===== src/rtl/sup_pkg.sv =====
package sup_pkg;

    typedef enum logic [1:0] {
        WD_SHORT = 2'b00,
        WD_MID   = 2'b01,
        WD_LONG  = 2'b10,
        WD_OFF   = 2'b11
    } wd_sel_e;

    function automatic int unsigned max3(input int unsigned a, input int unsigned b,
                                         input int unsigned c);
        int unsigned m;
        m = (a > b) ? a : b;
        return (m > c) ? m : c;
    endfunction

endpackage


===== src/rtl/kick_edge_det.sv =====
module kick_edge_det (
    input  logic clk,
    input  logic arst_n,
    input  logic pin_i,
    output logic fall_o
);
    typedef struct packed {
        logic s1;
        logic s2;
        logic s3;
    } sync_t;

    sync_t sy_d, sy_q;

    always_comb begin
        sy_d    = sy_q;
        sy_d.s1 = pin_i;
        sy_d.s2 = sy_q.s1;
        sy_d.s3 = sy_q.s2;
    end

    always_ff @(posedge clk or negedge arst_n) begin
        if (!arst_n) sy_q <= '0;
        else         sy_q <= sy_d;
    end

    assign fall_o = sy_q.s3 & ~sy_q.s2;


    fall_single_chk: assert property (@(posedge clk) disable iff (!arst_n)
        fall_o |=> !fall_o);

endmodule


===== src/rtl/wd_counter.sv =====
module wd_counter #(
    parameter int unsigned TO_SHORT = 50_000_000,
    parameter int unsigned TO_MID   = 150_000_000,
    parameter int unsigned TO_LONG  = 350_000_000
) (
    input  logic             clk,
    input  logic             arst_n,
    input  logic             hold_i,
    input  sup_pkg::wd_sel_e sel_i,
    input  logic             kick_i,
    output logic             fire_o
);
    localparam int unsigned MAXTO = sup_pkg::max3(TO_SHORT, TO_MID, TO_LONG);
    localparam int unsigned CW    = $clog2(MAXTO + 1);

    logic [CW-1:0] cnt_d, cnt_q;
    logic [CW-1:0] last_val;
    logic          enabled;
    logic          expired;

    always_comb begin
        unique case (sel_i)
            sup_pkg::WD_SHORT: last_val = CW'(TO_SHORT - 1);
            sup_pkg::WD_MID:   last_val = CW'(TO_MID - 1);
            sup_pkg::WD_LONG:  last_val = CW'(TO_LONG - 1);
            default:           last_val = CW'(MAXTO - 1);
        endcase
        enabled = (sel_i != sup_pkg::WD_OFF);
        expired = enabled && (cnt_q >= last_val);
        cnt_d   = cnt_q;
        if (hold_i || kick_i || !enabled || expired) cnt_d = '0;
        else                                          cnt_d = cnt_q + 1'b1;
    end

    always_ff @(posedge clk or negedge arst_n) begin
        if (!arst_n) cnt_q <= '0;
        else         cnt_q <= cnt_d;
    end

    assign fire_o = expired && !hold_i && !kick_i;


    kick_clears_chk: assert property (@(posedge clk) disable iff (!arst_n)
        kick_i |=> (cnt_q == '0));

    fire_restart_chk: assert property (@(posedge clk) disable iff (!arst_n)
        fire_o |=> (cnt_q == '0));

    cnt_bound_chk: assert property (@(posedge clk) disable iff (!arst_n)
        cnt_q <= CW'(MAXTO - 1));

endmodule


===== src/rtl/rst_stretch.sv =====
module rst_stretch #(
    parameter int unsigned STRETCH_CYC = 62_500_000
) (
    input  logic clk,
    input  logic arst_n,
    input  logic trig_i,
    output logic active_o
);
    localparam int unsigned SW = $clog2(STRETCH_CYC + 1);

    typedef struct packed {
        logic          active;
        logic [SW-1:0] cnt;
    } st_t;

    st_t st_d, st_q;

    always_comb begin
        st_d = st_q;
        if (trig_i) begin
            st_d.active = 1'b1;
            st_d.cnt    = '0;
        end else if (st_q.active) begin
            if (st_q.cnt == SW'(STRETCH_CYC - 1)) begin
                st_d.active = 1'b0;
                st_d.cnt    = '0;
            end else begin
                st_d.cnt = st_q.cnt + 1'b1;
            end
        end
    end

    always_ff @(posedge clk or negedge arst_n) begin
        if (!arst_n) st_q <= '{active: 1'b1, cnt: '0};
        else         st_q <= st_d;
    end

    assign active_o = st_q.active;


    trig_holds_chk: assert property (@(posedge clk) disable iff (!arst_n)
        trig_i |=> st_q.active);

    release_len_chk: assert property (@(posedge clk) disable iff (!arst_n)
        $fell(st_q.active) |-> ($past(st_q.cnt) == SW'(STRETCH_CYC - 1)));

    stretch_step_chk: assert property (@(posedge clk) disable iff (!arst_n)
        (st_q.active && !trig_i && st_q.cnt != SW'(STRETCH_CYC - 1))
        |=> (st_q.cnt == $past(st_q.cnt) + 1'b1));

endmodule


===== src/rtl/reset_supervisor.sv =====
module reset_supervisor #(
    parameter int unsigned STRETCH_CYC  = 62_500_000,
    parameter int unsigned WD_CYC_SHORT = 50_000_000,
    parameter int unsigned WD_CYC_MID   = 150_000_000,
    parameter int unsigned WD_CYC_LONG  = 350_000_000
) (
    input  logic       clk,
    input  logic       supply_ok,
    input  logic       wd_kick_cs,
    input  logic       cfg_we,
    input  logic [1:0] cfg_sel,
    output logic       rst_out_n
);
    logic [1:0] sel_d, sel_q;
    logic       kick_fall;
    logic       wd_fire;
    logic       hold;

    // Selection register: no reset, only the write strobe changes it.
    always_comb begin
        sel_d = sel_q;
        if (cfg_we) sel_d = cfg_sel;
    end

    always_ff @(posedge clk) begin
        sel_q <= sel_d;
    end

    kick_edge_det u_edge (
        .clk    (clk),
        .arst_n (supply_ok),
        .pin_i  (wd_kick_cs),
        .fall_o (kick_fall)
    );

    wd_counter #(
        .TO_SHORT (WD_CYC_SHORT),
        .TO_MID   (WD_CYC_MID),
        .TO_LONG  (WD_CYC_LONG)
    ) u_wd (
        .clk    (clk),
        .arst_n (supply_ok),
        .hold_i (hold),
        .sel_i  (sup_pkg::wd_sel_e'(sel_q)),
        .kick_i (kick_fall),
        .fire_o (wd_fire)
    );

    rst_stretch #(
        .STRETCH_CYC (STRETCH_CYC)
    ) u_st (
        .clk      (clk),
        .arst_n   (supply_ok),
        .trig_i   (wd_fire),
        .active_o (hold)
    );

    assign rst_out_n = supply_ok & ~hold;


    cfg_keep_chk: assert property (@(posedge clk) disable iff (!supply_ok)
        !cfg_we |=> $stable(sel_q));

    wd_off_chk: assert property (@(posedge clk) disable iff (!supply_ok)
        (sel_q == 2'b11) |-> !wd_fire);

endmodule


===== config.mk =====
export PLATFORM = sky130hd
export DESIGN_NAME = reset_supervisor
export DESIGN_NICKNAME = d
export VERILOG_FILES = /design/src/rtl/sup_pkg.sv /design/src/rtl/kick_edge_det.sv /design/src/rtl/wd_counter.sv /design/src/rtl/rst_stretch.sv /design/src/rtl/reset_supervisor.sv
export SDC_FILE = /design/constraint.sdc
export NUM_CORES = 1
export LEC_CHECK = 0
export ABC_CLOCK_PERIOD_IN_PS = 3300
export BUFFER_PORTS_ARGS = -buffer_cell sky130_fd_sc_hd__buf_2
export CORE_MARGIN = 1
export CORE_UTILIZATION = 45
export CTS_CLUSTER_SIZE = 25
export DETAILED_ROUTE_END_ITERATION = 10
export PLACE_DENSITY = 0.69
export REMOVE_ABC_BUFFERS = 1
export SYNTH_ARGS = -nofsm -noshare
export SYNTH_HDL_FRONTEND = slang
export SYNTH_SLANG_ARGS = --single-unit

===== constraint.sdc =====
create_clock -name clk -period 3.3 [get_ports clk]
set_input_delay 0.66 -clock clk [delete_from_list [all_inputs] [get_ports clk]]
set_output_delay 0.66 -clock clk [all_outputs]
set_load 0.01 [all_outputs]

==> results by group <==
Yosys
  • Post-synthesis sequential area ratio: 0.449
  • Synth warn: 0
  • Mean post-synth cell area: 9.24 µm²
  • Flip-flop and latch count after synthesis: 61
  • Post-synth EDFFs: 2
  • Synth unique cells: 52
  • Mapped Area: 3430 µm²
  • Post-synth top cells: dfrtp_1 (58), nor2_1 (52), nand2_1 (32)
  • Ys async rst share: 0.967
  • Synth area leader: dfrtp_1
  • Post-synth top area share: 0.424
  • Area contributors post-synth: dfrtp_1 (42%), nor2_1 (5.7%), xor2_1 (5.6%), ha_1 (4.4%), nand2_1 (3.5%)
  • Cell with the most instances after synthesis: dfrtp_1
  • Most used DFF post-synth: dfrtp_1
  • Post-Synthesis Cells: 371

Drt
  • Router iterations before antenna repair: 4
  • Total number of vias: 2738
  • Wire per inst: 14.4 µm
  • Post-Route WL: 6930 µm
  • DRT iter0 DRCs: 120
  • Post-route DRC: 0
  • Final antenna-violating net count: 0
  • Via density: 5.67

Timing
  • Final Hold Viols: 0
  • Setup repair after global routing missed its margin: no
  • Min Tclk post-route: 2.93 ns
  • Layout Skew: 0.00854 ns
  • Final TNS setup: 0 ns
  • Slew Limit Fails: 0
  • Fmax: 0.342 GHz
  • Final worst slack: 0.373 ns
  • Setup violations, final: 0
  • Worst-Margin Slew: 1.10 ns
  • Period Utilization, post-route: 0.887
  • Worst relative slew slack: 0.268

Pwr
  • Worst vdd ir: 0.295 mV
  • Total Power: 1.49 mW
  • PwrDens: 402 nW/µm²
  • P_leak: 1.70 nW

Worst hold path
  • Hold WC Path Type: flip-flop to flip-flop
  • Hold_sp: u_edge.sy_d[1]$_DFF_PN0_
  • Worst Hold Path Cells: 0
  • End of the worst hold path: u_edge.sy_d[0]$_DFF_PN0_

Worst setup path
  • Crit path max fanout: 12
  • FF-to-FF End: u_st.st_q[1]$_DFFE_PN0P_
  • CP max stage delay: 0.55 ns
  • CP Cell Sequence: or2_2 -> ha_1 -> maj3_2 -> o211a_1 -> or4_4 -> a21oi_2 -> and2_1 -> a22o_1
  • CP Data Arrival Time: 3.21 ns
  • Required time of the critical path: 3.58 ns
  • Crit-path leading delay family: simple AND/OR/NAND/NOR gates
  • CP Capture Type: flip-flop
  • Crit path buffers/inverters: 0
  • R2R setup slack: 0.37 ns
  • Reg2reg path depth: 8
  • Critical path depth: 8
  • Startpoint Class: flip-flop
  • Crit Path Category: flip-flop to flip-flop
  • Reg2reg start: sel_q[0]$_DFFE_PP_
  • Critical path's slowest cell: or4_4

Final layout
  • Number of diodes: 0
  • Design Area, Final: 3720 µm²
  • Fill count: 738
  • Layout cell share with drive strength beyond 1: 0.0990
  • P&R area growth vs syn: 8.43%
  • Util after Layout: 0.510
  • Fin nets: 397

Clocking
  • Bufs on Longest Clock Path: 2
  • Clock sink count: 61
  • Total CTS buffers: 9
  • Clk pin slew, worst setup/hold paths: 0.07 ns
  • TritonCTS clock tree: yes
  • Clock Latency Late Sink: 0.34 ns
  • Cts hold-fix bufs: 0
  • Root Buffer: clkbuf_8
  • H-tree depth reported by CTS: 3
  • Buffer count from post-CTS setup fixing: 0
  • Post-CTS Resized: 0

Die
  • Width of the die: 89.3 µm
  • # rows: 31
  • Die Ht: 89.3 µm
  • Ports: 7
  • Core Area: 7290 µm²
  • Die area: 7970 µm²
  • Initial Util: 0.470

Run
  • Max Cap Violations: 0

Status
  • Status: completed

Global route
  • Largest net degree at the start of global routing: 60
  • Vias in the first global route: 2673
  • Initial antenna violation count: 0
  • First-pass GRT wire length: 12300 µm
  • All-layer global routing usage: 0.204
  • Grt total ovfl: 0

Placed design
  • Dpl hpwl: 4710 µm
  • GP Congestion: 0.785
  • Placed Area: 3540 µm²
  • I/O Buffers: 6
  • Place WS: 0.352 ns
==> how the worst max path moves through the flow <==
stage                             from                  endpoint  slack (ns)
floorplan           sel_q[1]$_DFFE_PP_  u_st.st_q[1]$_DFFE_PN0P_        0.53
global placement    sel_q[0]$_DFFE_PP_  u_st.st_q[1]$_DFFE_PN0P_        0.40
detailed placement  sel_q[0]$_DFFE_PP_  u_st.st_q[1]$_DFFE_PN0P_        0.35
CTS                 sel_q[1]$_DFFE_PP_  u_st.st_q[1]$_DFFE_PN0P_        0.34
global route        sel_q[0]$_DFFE_PP_  u_wd.cnt_q[18]$_DFF_PN0_        0.19
finish              sel_q[0]$_DFFE_PP_  u_st.st_q[1]$_DFFE_PN0P_        0.37
==> power by group <==
part / switching, mW / internal [mW] / total (mW)
combinational: 0.0577 / 0.0351 / 0.0928
sequential: 0.0226 / 0.778 / 0.800
clock: 0.290 / 0.310 / 0.600
total: 0.371 / 1.12 / 1.49
==> final cells by class <==
cell class | instances | area, µm² | share of cell area
multi-input combinational | 288 | 1780 | 0.479
sequential | 61 | 1540 | 0.414
clock buffer | 12 | 155 | 0.0418
tap | 99 | 124 | 0.0333
timing repair buffer | 11 | 67.6 | 0.0182
inverter | 8 | 30.0 | 0.00808
clock inverter | 4 | 22.5 | 0.00606
==> kinds of logic after synthesis <==
logic type                 after synthesis  synth area share
and+or+nand+nor                        188             0.280
DFF                                     61             0.449
AOI/OAI and AO/OA                       52             0.101
xor gates and xnor gates                33            0.0843
buffers and inverters                   22            0.0321
adders and majority gates               13            0.0471
muxes                                    2           0.00621
==> registers in the layout, indices dropped and copies added, names as in the netlist <==
register / count
u_edge.sy_d: 2
u_edge.sy_q: 1
u_st.st_q: 26
u_wd.cnt_q: 29
sel_q: 2
u_st.active_o: 1
==> per-stage QoR <==
stage               hold slack, ns  std cells
floorplan                    0.331        357
finish                       0.357        483
CTS                          0.357        483
global placement             0.336        467
global route                 0.379        483
detailed placement           0.343        467
==> layout by cell type (no fill, tap or decap), types with 2 or more instances in the layout <==
master,Yosys,layout
nand2b_1,2,2
nand4_1,14,14
o21a_1,2,2
and4_1,6,6
and3_1,12,12
and2_1,3,3
nor3_1,17,17
nor3b_1,3,3
inv_1,8,8
buf_4,1,5
nor2_1,52,52
edfxtp_1,2,2
nand3_1,19,19
nor4_1,7,7
nor2b_1,3,3
a211o_1,10,10
xor2_1,22,22
or2_2,5,5
or3_1,5,5
xnor2_1,11,11
buf_2,1,6
o21ai_0,8,8
dfrtp_1,58,58
clkinv_2,0,3
clkbuf_8,0,11
a211oi_1,2,2
o211ai_1,4,4
a21oi_1,16,16
ha_1,12,12
nand2_1,32,32
==> routing by layer <==
| metal | routed length (µm) | GRT usage | vias up |
|---|---|---|---|
| met5 | 0 | 0 | - |
| met4 | 129 | 0.0837 | 0 |
| met3 | 194 | 0.0489 | 13 |
| met2 | 3330 | 0.338 | 34 |
| met1 | 3280 | 0.255 | 1350 |
| li1 | - | - | 1341 |
(Power assumes the default switching activity.)
